$ cat src/rtl/thresh_fifo.sv
module thresh_fifo #(
  parameter int DATA_W = 8,
  parameter int DEPTH  = 16,
  parameter int THR_W  = 8,
  parameter bit TX_DIR = 1'b0,
  localparam int AW = (DEPTH > 1) ? $clog2(DEPTH) : 1,
  localparam int CW = $clog2(DEPTH + 1)
) (
  input  logic              clk,
  input  logic              rst_n,
  input  logic              flush,
  input  logic              wr_en,
  input  logic [DATA_W-1:0] wr_data,
  input  logic              rd_en,
  output logic [DATA_W-1:0] rd_data,
  input  logic [THR_W-1:0]  thr,
  output logic [CW-1:0]     level,
  output logic              full,
  output logic              not_full,
  output logic              empty,
  output logic              not_empty,
  output logic              thr_flag,
  output logic              ovf_pulse,
  output logic              unf_pulse
);

  logic [DATA_W-1:0] mem [DEPTH];
  logic [AW-1:0]     wptr, rptr;
  logic [CW-1:0]     cnt;
  logic              push, pop;
  logic [CW:0]       thr_eff;
  logic [CW:0]       cnt_x;

  assign full      = (cnt == CW'(DEPTH));
  assign empty     = (cnt == '0);
  assign not_full  = ~full;
  assign not_empty = ~empty;
  assign level     = cnt;
  assign rd_data   = mem[rptr];

  assign push = wr_en & ~full & ~flush;
  assign pop  = rd_en & ~empty & ~flush;

  always_ff @(posedge clk) begin
    if (push) mem[wptr] <= wr_data;
  end

  always_ff @(posedge clk or negedge rst_n) begin
    if (!rst_n) begin
      wptr      <= '0;
      rptr      <= '0;
      cnt       <= '0;
      ovf_pulse <= 1'b0;
      unf_pulse <= 1'b0;
    end else if (flush) begin
      wptr      <= '0;
      rptr      <= '0;
      cnt       <= '0;
      ovf_pulse <= 1'b0;
      unf_pulse <= 1'b0;
    end else begin
      if (push) wptr <= (wptr == AW'(DEPTH - 1)) ? '0 : wptr + 1'b1;
      if (pop)  rptr <= (rptr == AW'(DEPTH - 1)) ? '0 : rptr + 1'b1;
      case ({push, pop})
        2'b10:   cnt <= cnt + 1'b1;
        2'b01:   cnt <= cnt - 1'b1;
        default: cnt <= cnt;
      endcase
      ovf_pulse <= wr_en & full;
      unf_pulse <= rd_en & empty;
    end
  end

  assign thr_eff = (thr > THR_W'(DEPTH - 1)) ? (CW+1)'(DEPTH) : (CW+1)'(thr);
  assign cnt_x   = {1'b0, cnt};

  generate
    if (TX_DIR) begin : g_tx
      assign thr_flag = (cnt_x <= thr_eff);
    end else begin : g_rx
      assign thr_flag = (cnt_x >= thr_eff + 1'b1);
    end
  endgenerate

endmodule

$ cat config.mk
export PLATFORM = sky130hd
export DESIGN_NAME = thresh_fifo
export DESIGN_NICKNAME = d
export VERILOG_FILES = /design/src/rtl/thresh_fifo.sv
export SDC_FILE = /design/constraint.sdc
export NUM_CORES = 1
export LEC_CHECK = 0
export ABC_AREA = 1
export BUFFER_PORTS_ARGS = -buffer_cell sky130_fd_sc_hd__buf_2
export CAP_MARGIN = 10
export CORE_ASPECT_RATIO = 0.75
export CORE_MARGIN = 2
export CORE_UTILIZATION = 35
export CTS_CLUSTER_DIAMETER = 150
export DETAILED_ROUTE_END_ITERATION = 10
export SLEW_MARGIN = 15
export SYNTH_ARGS = -nofsm -noshare
export SYNTH_HDL_FRONTEND = slang
export SYNTH_SLANG_ARGS = --single-unit
$ cat constraint.sdc
create_clock -name clk -period 2.02 [get_ports clk]
set_input_delay 0.202 -clock clk [delete_from_list [all_inputs] [get_ports clk]]
set_output_delay 0.202 -clock clk [all_outputs]
set_load 0.05 [all_outputs]
==> Yosys cells after proc, flatten, opt, wreduce, memory -nomap -nowiden <==
Memories as Yosys holds them, arrays and structs flattened.
Cells that the tools add are included.
{ "totals": {"regBits": 15, "ramBits": 128, "inputBits": 21, "out_inout_bits": 20, "word_cells": 44, "n_memories": 1} }
{ "op_classes": {"n_addsub": 5, "order_cmp": 2, "eq_ne": 5, "muxes": 13, "n_bitwise": 9, "reduce_logical": 4} }
{ "memory_table": {"columns": ["name", "words", "width", "read_ports", "rd_ports_with_merged_regs", "wr", "line_no", "source"], "rows": [
  ["mem", 16, 8, 1, 0, 1, "27", "logic [DATA_W-1:0] mem [DEPTH];"]
]} }
{ "ops": {"columns": ["operator", "count"], "rows": [
  ["$mux 4", 6],
  ["$pmux 5 s2", 1],
  ["$add 4x1->4 const B", 2],
  ["$eq 4x4->1 const B", 2],
  ["$gt 8x4->1 const B", 1],
  ["$add 6x1->6 const B", 1],
  ["$and 1x1->1", 6],
  ["$ge 5x6->1", 1],
  ["$mux 6", 1],
  ["$add 5x1->5 const B", 1],
  ["$eq 5x5->1 const B", 1],
  ["$logic_not 5->1", 1],
  ["$mux 5", 1],
  ["$sub 5x1->5 const B", 1],
  ["$mux 1", 4],
  ["$reduce_bool 2->1", 2],
  ["$not 1->1", 3],
  ["$reduce_bool 3->1", 1],
  ["$eq 2x1->1 const B", 1],
  ["$eq 2x2->1 const B", 1]
]} }

==> Logic depth before layout (Yosys ltp) <==
{ "logic_depth": {"ltp_word": 7, "mapped_depth": 15, "mapped_depth_nobuf": 15} }

==> Worst setup path after synthesis <==
Ideal clock, no wire load.
{ "synth_path": {"kind": "register to register", "from": "register cnt[1], in the netlist level[1]", "to": "register cnt[4], in the netlist level[4]", "setup_ps": 118, "t_arrival_ps": 2412, "required_time_ps": 1902, "slack_ps": -510, "path_stages_with_launch": 15, "n_path_buf": 0, "period_less_slack_ps": 2530, "cell_sequence": "dfrtp_1 nor2_2 nand3_2 nand2_4 nand2_4 fa_1 nand3b_1 nand2_1 nand2_1 nand2_1 inv_1 nand2_1 nand2_1 nand2_1 nand2_1"} }
{ "synth_via": {"elab_chain_len": 7} }
{ "synth_rtl": {"columns": ["element", "line_no", "source"], "rows": [
  ["start, declared", "29", "logic [CW-1:0] cnt;"],
  ["start signal, assigned", "65", "2'b10: cnt <= cnt + 1'b1;"],
  ["start signal, assigned", "66", "2'b01: cnt <= cnt - 1'b1;"],
  ["start signal, assigned", "67", "default: cnt <= cnt;"],
  ["$eq 5x5->1 *", "34", "assign full = (cnt == CW'(DEPTH));"],
  ["$not 1->1 *", null, null],
  ["net not_full", "19", "output logic not_full,"],
  ["$and 1x1->1 * (2 in a row)", "41", "assign push = wr_en & ~full & ~flush;"],
  ["$eq 2x1->1 / $eq 2x2->1 (equally long branches)", "64", "case ({push, pop})"],
  ["$pmux 5 s2", "64", null],
  ["$mux 5", "55", "end else if (flush) begin"]
]} }
Mark *: on every way through the listed nets, which the timed path passes. The rest lies on a longest branch.
A chain may end at the register's enable or synchronous reset.

==> Worst setup path after layout <==
{ "layout_path": {"from": "register rptr[0]", "to": "output rd_data[4]"} }
{ "layout_via": {"elab_chain_len": 1} }
{ "layout_rtl": {"columns": ["element", "line_no", "source"], "rows": [
  ["start, declared", "28", "logic [AW-1:0] wptr, rptr;"],
  ["start signal, assigned", "63", "if (pop) rptr <= (rptr == AW'(DEPTH - 1)) ? '0 : rptr + 1'b1;"],
  ["$mem_v2 16x8", null, null],
  ["end, declared", "15", "output logic [DATA_W-1:0] rd_data,"]
]} }
No other way between the ends.

==> reports/metrics.yaml <==
worst_setup_path:
  crit_required_ps: 1820
  crit_path_start: "rptr[0]"
  crit_arrival_ps: 2060
  critical_path_class: "reg2out"
  max_stage_delay_ps: 490
  crit_end: "rd_data[4]"
  endpoint_kind: "output pin"
  start_kind: "flop"
  r2r_cells: 14
  slowest_stage: "dfrtp_4"
  critical_path.max_fanout: 6
  r2r_start: "level[3]"
  worstPathCellList: "buf_6, buf_12, clkbuf_16, o211ai_1, nand3_1, nand3_1, nand2_2, buf_8"
  rrSetupSlack_ps: -60
  reg2reg_to: "level[4]"
  cpMostUsedCell: "nand3_1"
floorplan:
  ios: 41
  die_area_mm2: 0.01938
  coreArea_mm2: 0.01776
  die_h_um: 121.1
  initial_utilization_pct: 36.00
  row_count: 42
  die_w_um: 160.1
synthesis:
  synth_nets: 600
  netlist_instances: 565
  seq_area_frac_synth_pct: 65.98
  syn_avg_cell_area_um2: 11.32
  ys_types: 33
  yosys_warnings: 0
  syn-cell-area_mm2: 0.006395
  ys_seq_elements: 143
power:
  powerDensity_mw_per_mm2: 1155
  clockPowerShare_pct: 34.5
  combPwrFrac_pct: 30.2
  internal-power_mw: 6.481
  peakVddDrop_mv: 0.7269
  p_seq_share_pct: 35.3
  switchingPower_mw: 3.007
  p_sw_share_pct: 31.69
  p_total_mw: 9.488
  power_leakage_nw: 3.125
timing:
  drv_slew: 0
  slew_headroom_pct: 45.33
  rsz0062_at_grt: "yes"
  clock.fmax_ghz: 0.4427
  hold_viol: 0
  fin_skew_ps: 8.443
  worstMarginPinSlew_ps: 817.0
  finalSetupViolCount: 9
  min_period_over_period_pct: 111.8
  setup-tns-final_ps: -1546
  setup_ws_ps: -238.8
  fin_crit_ps: 2259
placed_design:
  hpwlAfterDp_um: 9687
  port_buffers: 40
  gp_congestion: 0.8581
  dp_cells: 833
  placedInstanceArea_mm2: 0.006910
run:
  maxCapViolations: 0
clock_network:
  cts_sinks: 143
  cts_tree: "done"
  clock_latency_ps: 420
  clk_path_buf_depth: 2
  h-tree-depth: 4
  clk_pin_slew_ps: 60
  clk_root_buffer_cell: "clkbuf_16"
  cts_made_buffers: 17
worst_hold_path:
  hold_class: "in2reg"
  hold_path_startpoint: "rd_en"
routing:
  totalWireLength_um: 16830
  drt-vias-per-instance: 5.108
  dr_total_vias: 4551
  drc_errors: 0
  wl_per_cell_um: 18.89
  first_iter_violations: 347
  first_pass_iters: 4
  drtAntennaViolNets: 0
cells_and_area:
  drive_gt1_share_pct: 26.19
  num_antenna_cells: 0
  fin_area_mm2: 0.008218
  multiInputGateArea_mm2: 0.001924
  fillCellCount: 1621
  syn2layout_area_growth_pct: 28.51
  seq_area_mm2: 0.004230
  fin_nets: 672
  fin_cells: 891
global_routing:
  grt_usage_pct: 16.09
  antenna_found_initial: 0
  overflow: 0
  grt_max_degree: 87
  grt_pass1_wl_um: 23490
  grt_pass1_vias: 4208
outcome:
  status: "finished, violations left"
  violations: "setup timing"
==> how the worst min path moves through the flow <==
stage | slack, ps | depth (start not counted) | to
after floorplan | -90 | 0 | level[0]
after global placement | 130 | 1 | wptr[1]
after detailed placement | 140 | 1 | wptr[1]
after CTS | 40 | 3 | unf_pulse
after global routing | 40 | 3 | unf_pulse
final | 50 | 3 | unf_pulse
==> layout make-up <==
type	instances	area share (%)
clock buffers	17	5.177
flip-flops and latches	143	51.48
clock inverters	14	2.329
multi-input cells	311	23.42
repair buffers	78	9.896
well taps	242	3.685
inverters	86	4.019
==> cell usage after synthesis (all sizes together) <==
library cell / instances / area [um^2]
edfxtp: 128 / 3844
inv: 84 / 320.3
nand2: 81 / 336.6
nand3: 63 / 325.3
o21ai: 41 / 205.2
a21oi: 38 / 193.9
o211ai: 33 / 247.7
nor2: 26 / 110.1
buf: 18 / 111.4
dfrtp: 15 / 375.4
ha: 13 / 162.7
clkbuf: 7 / 26.28
o22ai: 3 / 18.77
xnor2: 3 / 26.28
xor2: 3 / 26.28
clkinv: 2 / 7.510
nor3: 2 / 10.01
a21o: 1 / 7.510
a31oi: 1 / 6.260
fa: 1 / 20.02
nand3b: 1 / 7.510
or2: 1 / 6.260
==> per-stage QoR <==
stage               hold WS (ps)  setup WS (ps)  utilization, %
CTS                        37.48         -184.8           42.78
finish                     51.97         -238.8           46.27
global placement           133.9          30.20           38.91
global route               40.44         -294.7           46.27
floorplan                 -93.59         -193.9               -
detailed placement         138.7         -14.92           38.91
==> repair_timing <==
item                                    4_1_cts  5_1_grt
setup buffers                                 0       13
endpoints found under the setup margin       10       57
hold buffers                                  1        0
endpoints found under the hold margin        15        0
resized for setup                            17       74
pin swaps                                     3       47
gates cloned                                  0       13
==> logic make-up after synthesis <==
logic type,after synthesis,synth area share [%]
flip-flops,143,65.98
buffers and inverters,111,7.278
adder cells (fa/ha/maj),14,2.857
AND/OR/NAND/NOR,174,12.44
AO/OA/AOI/OAI,117,10.62
XOR/XNOR,6,0.8219
==> critical path: cells and delay by family, from the launching register on <==
family / cells / cell delay [ps]
flops: 1 / 490
buf+inv: 4 / 590
compound gates: 1 / 170
simple gates: 3 / 360
==> sequential cells by signal (all words and copies together), names as in the netlist <==
signal and flops:
mem 128, level 5, rptr 4, ovf_pulse 1, wptr 4, unf_pulse 1
==> power by group through the flow <==
| stage | Clock, mW | Sequential, mW | Combinational, mW |
|---|---|---|---|
| global placement | 0 | 3.40 | 1.94 |
| detailed placement | 0 | 3.40 | 1.96 |
| finish | 3.28 | 3.34 | 2.87 |
| CTS | 3.32 | 3.34 | 2.05 |
| global route | 3.44 | 3.35 | 3.06 |
| floorplan | 0 | 3.50 | 1.40 |
==> cells in the final DEF, fill, tap and decap left out, types with 4 or more instances in the layout <==
| cell type | count |
|---|---|
| nand3_1 | 52 |
| clkinvlp_4 | 4 |
| bufinv_16 | 4 |
| nor2_1 | 15 |
| inv_1 | 79 |
| nand2_4 | 5 |
| buf_2 | 31 |
| buf_12 | 4 |
| nand2_1 | 67 |
| clkbuf_16 | 26 |
| buf_6 | 12 |
| ha_1 | 9 |
| o21ai_1 | 23 |
| dfrtp_2 | 6 |
| nor2_2 | 4 |
| buf_4 | 16 |
| buf_8 | 4 |
| a21oi_2 | 5 |
| dfrtp_1 | 8 |
| o21ai_0 | 16 |
| o211ai_1 | 33 |
| edfxtp_1 | 128 |
| nand3_2 | 9 |
| nor2_4 | 7 |
| nand2_2 | 9 |
| a21oi_1 | 32 |
==> routing by layer <==
layer / global-route usage [%] / routed length, um / vias up
met1: 22.48 / 7736 / 2244
met2: 24.68 / 7862 / 169
li1: - / - / 2119
met4: 5.405 / 242 / 0
met5: 0 / 0 / -
met3: 3.964 / 989 / 19
Power figures use the tool's default switching activity.
